**src/rtl/mult_pkg.sv**
```systemverilog
package mult_pkg;

  // Datapath operation selected for the current substep
  typedef enum logic [3:0] {
    OP_IDLE,
    OP_LD_MC,
    OP_CLR_HI,
    OP_CLR_FL,
    OP_LD_LO,
    OP_SAMPLE,
    OP_ADD,
    OP_SUB,
    OP_SHIFT_HI,
    OP_SHIFT_LO
  } op_e;

endpackage

```
**src/rtl/mult_addsub.sv**
```systemverilog
module mult_addsub #(
  parameter int W = 16
) (
  input  logic [W-1:0] a,
  input  logic [W-1:0] b,
  input  logic         sub,
  output logic [W-1:0] res,
  output logic         sgn
);

  logic [W:0] a_x;
  logic [W:0] b_x;
  logic [W:0] sum_x;

  // Sign-extend to W+1 bits so that the true sign of the result is kept
  assign a_x   = {a[W-1], a};
  assign b_x   = {b[W-1], b};
  assign sum_x = sub ? (a_x - b_x) : (a_x + b_x);
  assign res   = sum_x[W-1:0];
  assign sgn   = sum_x[W];

endmodule

```
**src/rtl/mult_seq.sv**
```systemverilog
module mult_seq
  import mult_pkg::*;
#(
  parameter int W = 16
) (
  input  logic clk,
  input  logic rst,
  input  logic start,
  input  logic in_valid,
  output logic in_ready,
  output logic done,
  output op_e  op
);

  localparam int STOP = 4 * (W + 1);
  localparam int CW   = $clog2(STOP + 1);
  localparam logic [CW-1:0] STOP_CNT = CW'(STOP);

  logic [CW-1:0] cnt;
  logic [CW-3:0] step;
  logic [1:0]    sub;
  logic          advance;

  assign step     = cnt[CW-1:2];
  assign sub      = cnt[1:0];
  assign done     = (cnt == STOP_CNT);
  assign in_ready = (step == '0) && ((sub == 2'd0) || (sub == 2'd3));
  assign advance  = !done && !(in_ready && !in_valid);

  always_ff @(posedge clk) begin
    if (rst) begin
      cnt <= '0;
    end else if (done && start) begin
      cnt <= '0;
    end else if (advance) begin
      cnt <= cnt + 1'b1;
    end
  end

  always_comb begin
    op = OP_IDLE;
    if (step == '0) begin
      case (sub)
        2'd0:    op = OP_LD_MC;
        2'd1:    op = OP_CLR_HI;
        2'd2:    op = OP_CLR_FL;
        default: op = OP_LD_LO;
      endcase
    end else if (int'(step) <= W) begin
      case (sub)
        2'd0:    op = OP_SAMPLE;
        2'd1:    op = (int'(step) == W) ? OP_SUB : OP_ADD;
        2'd2:    op = OP_SHIFT_HI;
        default: op = OP_SHIFT_LO;
      endcase
    end
  end


  done_hold_chk: assert property (@(posedge clk) disable iff (rst)
    (done && !start) |=> done);


  stall_chk: assert property (@(posedge clk) disable iff (rst)
    (in_ready && !in_valid) |=> (in_ready && $stable(cnt)));


  take_once_chk: assert property (@(posedge clk) disable iff (rst)
    (in_ready && in_valid) |=> !in_ready);


  cnt_bound_chk: assert property (@(posedge clk) disable iff (rst)
    cnt <= STOP_CNT);

endmodule

```
**src/rtl/mult_flags.sv**
```systemverilog
module mult_flags
  import mult_pkg::*;
#(
  parameter int W = 16
) (
  input  logic clk,
  input  logic rst,
  input  op_e  op,
  input  logic lo_lsb,
  input  logic hi_lsb,
  input  logic hi_msb,
  input  logic mc_msb,
  input  logic diff_sgn,
  output logic fill,
  output logic sout
);

  // Both flags change on the falling edge, in the middle of each substep
  always_ff @(negedge clk) begin
    if (rst) begin
      fill <= 1'b0;
      sout <= 1'b0;
    end else begin
      case (op)
        OP_CLR_FL: begin
          fill <= 1'b0;
          sout <= 1'b0;
        end
        OP_SAMPLE:   sout <= lo_lsb;
        OP_ADD:      fill <= fill | (mc_msb & sout);
        OP_SUB:      fill <= sout ? diff_sgn : hi_msb;
        OP_SHIFT_HI: sout <= hi_lsb;
        default: ;
      endcase
    end
  end


  fill_sticky_chk: assert property (@(negedge clk) disable iff (rst)
    (op == OP_ADD && fill) |=> fill);

endmodule

```
**src/rtl/seq_signed_mult.sv**
```systemverilog
module seq_signed_mult
  import mult_pkg::*;
#(
  parameter int W = 16
) (
  input  logic           clk,
  input  logic           rst,
  input  logic           start,
  input  logic           in_valid,
  output logic           in_ready,
  input  logic [W-1:0]   in_data,
  output logic           done,
  output logic [2*W-1:0] product
);

  op_e          op;
  logic [W-1:0] mc_q;
  logic [W-1:0] hi_q;
  logic [W-1:0] lo_q;
  logic [W-1:0] alu_res;
  logic         alu_sgn;
  logic         fill;
  logic         sout;
  logic         take;

  mult_seq #(.W(W)) u_seq (
    .clk      (clk),
    .rst      (rst),
    .start    (start),
    .in_valid (in_valid),
    .in_ready (in_ready),
    .done     (done),
    .op       (op)
  );

  mult_addsub #(.W(W)) u_alu (
    .a   (hi_q),
    .b   (mc_q),
    .sub (op == OP_SUB),
    .res (alu_res),
    .sgn (alu_sgn)
  );

  mult_flags #(.W(W)) u_flags (
    .clk      (clk),
    .rst      (rst),
    .op       (op),
    .lo_lsb   (lo_q[0]),
    .hi_lsb   (hi_q[0]),
    .hi_msb   (hi_q[W-1]),
    .mc_msb   (mc_q[W-1]),
    .diff_sgn (alu_sgn),
    .fill     (fill),
    .sout     (sout)
  );

  assign take = in_valid && in_ready;

  always_ff @(posedge clk) begin
    if (rst) begin
      mc_q <= '0;
      hi_q <= '0;
      lo_q <= '0;
    end else begin
      case (op)
        OP_LD_MC:    if (take) mc_q <= in_data;
        OP_CLR_HI:   hi_q <= '0;
        OP_LD_LO:    if (take) lo_q <= in_data;
        OP_ADD,
        OP_SUB:      if (sout) hi_q <= alu_res;
        OP_SHIFT_HI: hi_q <= {fill, hi_q[W-1:1]};
        OP_SHIFT_LO: lo_q <= {sout, lo_q[W-1:1]};
        default: ;
      endcase
    end
  end

  assign product = {hi_q, lo_q};


  product_hold_chk: assert property (@(posedge clk) disable iff (rst)
    (done && !start) |=> $stable(product));


  no_stray_load_chk: assert property (@(posedge clk) disable iff (rst)
    (!in_ready && op != OP_SHIFT_LO) |=> $stable(lo_q));

endmodule

```
**config.mk**
```make
export PLATFORM = sky130hd
export DESIGN_NAME = seq_signed_mult
export DESIGN_NICKNAME = d
export VERILOG_FILES = /design/src/rtl/mult_pkg.sv /design/src/rtl/mult_addsub.sv /design/src/rtl/mult_seq.sv /design/src/rtl/mult_flags.sv /design/src/rtl/seq_signed_mult.sv
export SDC_FILE = /design/constraint.sdc
export NUM_CORES = 1
export LEC_CHECK = 0
export ABC_AREA = 1
export BUFFER_PORTS_ARGS = -buffer_cell sky130_fd_sc_hd__buf_2
export CELL_PAD_IN_SITES_DETAIL_PLACEMENT = 1
export CELL_PAD_IN_SITES_GLOBAL_PLACEMENT = 2
export CORE_UTILIZATION = 28
export DETAILED_ROUTE_END_ITERATION = 7
export GPL_TIMING_DRIVEN = 0
export HOLD_SLACK_MARGIN = 0.06
export PLACE_DENSITY = 0.76
export SLEW_MARGIN = 20
export SYNTH_ARGS = -nofsm -noshare
export SYNTH_HDL_FRONTEND = slang
export SYNTH_HIERARCHICAL = 1
export SYNTH_SLANG_ARGS = --single-unit
```
**constraint.sdc**
```tcl
create_clock -name clk -period 3.5 [get_ports clk]
set_input_delay 0.875 -clock clk [delete_from_list [all_inputs] [get_ports clk]]
set_output_delay 0.875 -clock clk [all_outputs]
set_load 0.005 [all_outputs]
```
# Word-level counts from Yosys, hierarchy flattened
# Cells that the tools add are included.
# op_classes
n_reduce_logical	20
add_sub_neg	3
n_eq_ne	16
bitwise_logic	2
n_mux	13
magnitude_cmp	1
# ops
operator	n
16-bit case mux with 3 select lines	1
16-bit 2-to-1 mux	2
16-bit case mux with 2 select lines	1
16-bit by 16-bit adder with 17-bit output	1
17-bit 2-to-1 mux	1
16-bit by 16-bit subtractor with 17-bit output	1
4-bit by 3-bit == test with 1-bit output, second input constant	4
4-bit case mux with 3 select lines	1
3-bit case mux with 3 select lines	1
3-bit nonzero test	3
4-bit by 2-bit == test with 1-bit output, second input constant	2
4-bit == test, second input constant	2
4-bit 2-to-1 mux	2
7-bit by 1-bit adder with 7-bit output, second input constant	1
7-bit == test, second input constant	1
1-bit case mux with 3 select lines	2
2-bit AND reduction	3
5-bit == test, second input constant	1
5-bit less-or-equal comparator, second input constant	1
1-bit logical AND	5
5-bit logical NOT	1
2-bit == test, second input constant	2
4-bit by 1-bit == test with 1-bit output, second input constant	1
2-bit OR reduction	2
10 further kinds	13
# totals
in_bits	20
register_bits	57
out_inout_bits	34
wordCells	61

# Longest topological paths before layout
# Gate-level depths: netlist of the first run.
# logic_depth
depth_word	9
ltp_mapped	33
mapped_depth_nobuf	30

# By module
# Netlist of the first run, hierarchy kept.
# by_module_without_submodules
module	cells_each	area_per_inst_um2	seq_area_each_um2	instances
seq_signed_mult	367	2399.8	960.9	1
mult_addsub	284	1534.0	0.0	1
mult_seq	76	526.8	140.1	1
mult_flags	46	229.0	40.0	1

==> summary.md, run 1 <==
| Metric | Value |
|---|---|
| Area Growth Syn to Fin | `33.4%` |
| DRT Pass-1 Iters | `4` |
| Cell accounting for the most synthesized area | `dfxtp_1` |
| Ys Warns | `6` |
| Slowest CP cell | `dfxtp_4` |
| Synth top area share | `0.243` |
| DR iter-0 viols | `160` |
| Final #Nets | `914` |
| Initial antenna violation count | `0` |
| FP Rows | `46` |
| Setup violations, final | `6` |
| MaxCap Viol Count | `0` |
| Mux contribution to synthesized area | `0` |
| Global-route wire length before repair | `26.6 mm` |
| HPWL after detailed placement | `12.4 mm` |
| Worst Setup End Kind | `register` |
| Crit path top cell by count | `nand2_1` |
| Vias in the first global route | `5243` |
| RSZ-0062 raised after global routing | `true` |
| H-tree levels | `3` |
| Initial Util | `0.291` |
| DR WL/cell | `14.7 um` |
| Largest family of logic cells by synthesized area | `simple AND/OR/NAND/NOR gates` |
| Die ar. | `0.0173 sq mm` |
| Largest stage delay, worst path | `0.36 ns` |
| Vias/cell | `4.65` |
| DRC errors left | `0` |
| Share of cells above drive strength 1 | `0.282` |
| Failing checks | `negative setup slack` |
| Port Buf Inserts | `53` |
| Synth Cell Area | `0.00469 sq mm` |
| Via count | `5075` |
| Worst-path clk slew | `0.05 ns` |
| Crit path required time | `2.06 ns` |
| Top-count cell post-synth | `nand2_1` |
| Synth Flop Type | `dfxtp_1` |
| PnR worst setup slack | `-1.77 ns` |
| Critical Path Source Type | `register` |
| Synth Area in XOR/XNOR | `0.0411` |
| Final wirelength | `16.1 mm` |
| EDFF count, synth | `0` |
| Sequential-to-total area share from yosys stat | `0.243` |
| Die W | `131 um` |
| Mapped Cells | `773` |
| Post-DRT Antenna Nets | `0` |
| Reg2reg setup slack | `-1.77 ns` |
| Worst slew pin tran | `0.559 ns` |
| Crit path max fanout | `6` |
| Final count of hold timing violations | `0` |
| Launch point of the worst path | `u_seq/cnt[5]` |
| Hold Path Origin | `mc_q[4]` |
| Worst skew pair latency | `0.38 ns` |
| Fin. max-slew vios | `0` |
| Ant. Diodes | `0` |
| CTS sink cnt | `57` |
| Netlist cell types | `37` |
| Synthesis-stage register bit count | `57` |
| Deepest clock path buffer count | `2` |
| Synth Area in Compound Gates | `0.0824` |
| Total CTS buffers | `9` |
| Final setup TNS | `-2.60 ns` |
| Core ar. | `0.0161 sq mm` |
| Outcome | `finished with violations` |
| Gpl congestion | `0.813` |
| Total GRT Usage | `0.193` |
| Crit path arrival time | `3.84 ns` |
| Synthesized Nets | `816` |
| Ports | `54` |
| Largest cells by area after synthesis | `dfxtp_1, nand2_1, nor2_1` |
| Worst hold slack | `0.501 ns` |
| RR Startpoint | `u_seq/cnt[5]` |
| Die height | `131 um` |
| Ys async rst share | `0` |
| CTS tree | `done` |
| Worst Setup Path Type | `reg -> reg` |
| Largest net degree at the start of global routing | `13` |
| Root buf cell | `clkbuf_16` |
| Post-synthesis adder-cell area fraction | `0.0630` |
| Clock Skews | `0.0535 ns` |
| Rel. slew slack | `0.627` |
| Worst hold path type | `reg -> reg` |
| Grt ovf | `0` |
| CTS Hold Buffers Added | `0` |
| Synth cell count leaders | `nand2_1, nor2_1, inv_1` |
| Post-Synth Simple-Gate Area | `0.465` |
| Syn Area/Cell | `6.07 sq um` |
-- cells in the final DEF, fill, tap and decap left out, types with 5 or more instances in the layout --
cell type	synthesis	routed
buf_4	1	25
o21ai_0	40	30
nor2_1	140	134
buf_6	5	15
ha_1	22	12
nor2_4	4	10
buf_2	7	59
dfxtp_1	57	51
nand3_1	65	61
xor2_1	20	15
inv_4	0	6
nand3_2	4	8
o21ai_1	3	11
inv_2	19	21
inv_1	75	68
nand3b_1	18	18
a21oi_2	4	5
clkbuf_16	0	9
nor2_2	8	8
nand2_1	205	195
nand2_2	23	33
ha_4	0	10
a21oi_1	16	11
clkbuf_1	10	10
-- routing by layer --
layer  GRT usage  part of all wire  vias to the layer above
met2       0.332              0.48                       50
met4      0.0478             0.010                        0
met3      0.0285             0.027                       16
met1       0.250              0.48                     2392
met5           0                 0                        -
li1            -                 -                     2617
-- cells by family (layout without fill, tap and decap cells) --
group                    Yosys count  count (layout)
buffers and inverters            118             221
flip-flops                        57              57
AO/OA/AOI/OAI                     70              70
AND/OR/NAND/NOR                  483             483
adder cells (fa/ha/maj)           23              23
XOR/XNOR                          22              22
-- worst paths after layout --
check | endpoint | depth (start not counted)
max | u_flags/fill | 29
min | mc_q[4] | 2
max reg2reg | u_flags/fill | 29
min reg2reg | mc_q[4] | 2
-- through the flow --
step / worst slack [ns] / utilization / instances / cell area, sq um
floorplan: -1.57 / - / 773 / 4790
detailed placement: -2.44 / 0.330 / 1042 / 5320
global route: -2.04 / 0.388 / 1092 / 6260
CTS: -1.75 / 0.380 / 1088 / 6130
finish: -1.77 / 0.388 / 1092 / 6260
global placement: -2.43 / 0.330 / 1042 / 5320
-- registers in the layout, indices dropped and copies added (netlist names) --
name,count
u_flags/fill,1
u_flags/sout,1
u_seq/cnt,7
lo_q,16
mc_q,16
hi_q,16
-- what timing repair did --
item / in CTS / in global routing
endpoints found under the setup margin: 14 / 15
pin swaps: 40 / 17
buffers inserted: 30 / 4
gates resized for setup: 57 / 24
-- area by class of cell --
cell class | instances | area [sq um]
fill | 2105 | 9860
multi-input combinational | 598 | 3430
sequential | 57 | 1160
timing repair buffer | 86 | 547
inverter | 94 | 368
tap | 216 | 270
clock buffer | 9 | 225
buffer | 23 | 143
clock inverter | 9 | 110
-- worst max-delay path: cells and delay by family, from the launching register on --
| family | cells | cell delay (ns) |
|---|---|---|
| buf+inv | 6 | 0.60 |
| compound gates | 6 | 0.64 |
| simple gates | 15 | 1.49 |
| flops | 1 | 0.36 |
| fa+ha+maj | 1 | 0.24 |
| xor+xnor | 1 | 0.20 |
Power of run 1 is left out: the tool's default activity adds up to more than one toggle a clock period on the data nets, which glitch-free logic cannot reach.
==> inputs of run 2 (changes only) <==
--- a/config.mk
+++ b/config.mk
@@ -7,13 +7,13 @@
 export LEC_CHECK = 0
 export ABC_AREA = 1
 export BUFFER_PORTS_ARGS = -buffer_cell sky130_fd_sc_hd__buf_2
-export CELL_PAD_IN_SITES_DETAIL_PLACEMENT = 1
-export CELL_PAD_IN_SITES_GLOBAL_PLACEMENT = 2
-export CORE_UTILIZATION = 28
+export CELL_PAD_IN_SITES_DETAIL_PLACEMENT = 0
+export CELL_PAD_IN_SITES_GLOBAL_PLACEMENT = 1
+export CORE_UTILIZATION = 37
 export DETAILED_ROUTE_END_ITERATION = 7
 export GPL_TIMING_DRIVEN = 0
 export HOLD_SLACK_MARGIN = 0.06
-export PLACE_DENSITY = 0.76
+export PLACE_DENSITY = 0.77
 export SLEW_MARGIN = 20
 export SYNTH_ARGS = -nofsm -noshare
 export SYNTH_HDL_FRONTEND = slang
==> summary.md, run 2 (synthesis results as in run 1) <==
| Metric | Value |
|---|---|
| Die W | `115 um (was 131 um)` |
| Outcome | `finished with violations (unchanged)` |
| Setup violations, final | `6 (unchanged)` |
| Sequential cell area | `0.00116 sq mm (about the same)` |
| Rel. slew slack | `0.659 (was 0.627)` |
| Largest stage delay, worst path | `0.34 ns (was 0.36 ns)` |
| Critical Path Source Type | `register (unchanged)` |
| Die ar. | `0.0131 sq mm (was 0.0173 sq mm)` |
| Final core occ | `0.501 (was 0.388)` |
| DR iter-0 viols | `231 (was 160)` |
| Port Buf Inserts | `53 (unchanged)` |
| Clock Skews | `0.0558 ns (was 0.0535 ns)` |
| Die height | `115 um (was 131 um)` |
| Worst hold path type | `reg -> reg (unchanged)` |
| Deepest clock path buffer count | `2 (unchanged)` |
| Post-place setup slack | `-2.39 ns (was -2.44 ns)` |
| DR WL/cell | `13.1 um (was 14.7 um)` |
| Worst-path clk slew | `0.05 ns (about the same)` |
| Gpl congestion | `0.876 (was 0.813)` |
| Grt ovf | `0 (unchanged)` |
| Vias in the first global route | `4758 (was 5243)` |
| CTS tree | `done (unchanged)` |
| FP Rows | `40 (was 46)` |
| RSZ-0062 raised after global routing | `true (unchanged)` |
| Final setup TNS | `-2.04 ns (was -2.60 ns)` |
| Root buf cell | `clkbuf_16 (unchanged)` |
| Hold Crit Depth | `2 (unchanged)` |
| HPWL after detailed placement | `10.3 mm (was 12.4 mm)` |
| Initial Util | `0.386 (was 0.291)` |
| Via count | `4941 (was 5075)` |
| Final count of hold timing violations | `0 (unchanged)` |
| R2R depth | `29 (unchanged)` |
| H-tree levels | `3 (unchanged)` |
| DRC errors left | `0 (unchanged)` |
| Global-route wire length before repair | `22.5 mm (was 26.6 mm)` |
| Initial antenna violation count | `0 (unchanged)` |
| Largest net degree at the start of global routing | `11 (was 13)` |
| Filler cell count | `1287 (was 2105)` |
| Failing checks | `negative setup slack (unchanged)` |
| Multi-input logic area | `0.00347 sq mm (was 0.00343 sq mm)` |
| Worst Setup End Kind | `register (unchanged)` |
| Area Growth Syn to Fin | `30.0% (was 33.4%)` |
| Worst skew pair latency | `0.38 ns (about the same)` |
| Slowest CP cell | `dfxtp_2 (was dfxtp_4)` |
| Ports | `54 (unchanged)` |
| Final wirelength | `13.6 mm (was 16.1 mm)` |
| Fin. max-slew vios | `0 (unchanged)` |
| CTS Hold Buffers Added | `0 (unchanged)` |
| Crit path arrival time | `3.78 ns (was 3.84 ns)` |
| Biggest regs | `hi_q: 16 flops, lo_q: 16 flops, mc_q: 16 flops (unchanged)` |
| Final #Nets | `909 (was 914)` |
| Crit path required time | `2.07 ns (was 2.06 ns)` |
| Crit path top cell by count | `nand2_1 (unchanged)` |
| Share of cells above drive strength 1 | `0.287 (was 0.282)` |
| MaxCap Viol Count | `0 (unchanged)` |
| CTS sink cnt | `57 (unchanged)` |
| Ant. Diodes | `0 (unchanged)` |
| Worst Setup Path Type | `reg -> reg (unchanged)` |
| PnR worst setup slack | `-1.72 ns (was -1.77 ns)` |
| Worst slew pin tran | `0.512 ns (was 0.559 ns)` |
| Post-DRT Antenna Nets | `0 (unchanged)` |
| Vias/cell | `4.76 (was 4.65)` |
| Core ar. | `0.0122 sq mm (was 0.0161 sq mm)` |
| Total GRT Usage | `0.219 (was 0.193)` |
| Total CTS buffers | `9 (unchanged)` |
| DRT Pass-1 Iters | `4 (unchanged)` |
| Most common cell after layout, fill and taps aside | `nand2_1 (unchanged)` |
| Commonest cells after routing, fill and taps aside | `nand2_1, nor2_1, inv_1 (unchanged)` |
| Crit path max fanout | `7 (was 6)` |
run 2: worst paths after layout:
kind                              startpoint            to  slack (ns)
worst min-delay path            u_seq/cnt[4]  u_seq/cnt[4]        0.50
worst min register to register  u_seq/cnt[4]  u_seq/cnt[4]        0.50
worst max register to register  u_seq/cnt[4]  u_flags/fill       -1.72
worst max-delay path            u_seq/cnt[4]  u_flags/fill       -1.72
run 2: area by class of cell:
| type | count | area share |
|---|---|---|
| multi-input combinational | 598 | 0.569 |
| inverter | 94 | 0.0599 |
| timing repair buffer | 81 | 0.0786 |
| tap | 168 | 0.0345 |
| buffer | 23 | 0.0234 |
| clock inverter | 8 | 0.00719 |
| sequential | 57 | 0.191 |
| clock buffer | 9 | 0.0370 |
run 2: timing repair:
action,4_1_cts,5_1_grt
resized for setup,53,27
setup endpoints to repair,14,14
setup buffers,25,4
pin swaps,33,15
endpoints found under the hold margin,0,0
run 2: layer usage:
layer | part of all wire | vias up | track usage
met3 | 0.031 | 21 | 0.0286
met4 | 0.024 | 0 | 0.0840
li1 | - | 2602 | -
met1 | 0.49 | 2232 | 0.301
met5 | 0 | - | 0
met2 | 0.45 | 86 | 0.349
run 2: metrics by stage:
step | cells | hold WS, ns | instance area (sq um)
finish | 1038 | 0.499 | 6090
global route | 1038 | 0.506 | 6090
CTS | 1034 | 0.497 | 5960
detailed placement | 994 | 0.493 | 5260
global placement | 994 | 0.479 | 5260
floorplan | 773 | 0.471 | 4790
run 2: worst max-delay path: cells and delay by family, from the launching register on:
kind / cells / cell delay [ns]
and+or+nand+nor: 17 / 1.64
buffers and inverters: 7 / 0.69
DFF: 1 / 0.34
adders and majority gates: 1 / 0.32
AOI/OAI and AO/OA: 3 / 0.29
xor gates and xnor gates: 1 / 0.17
Power of run 2 is left out for the same reason.
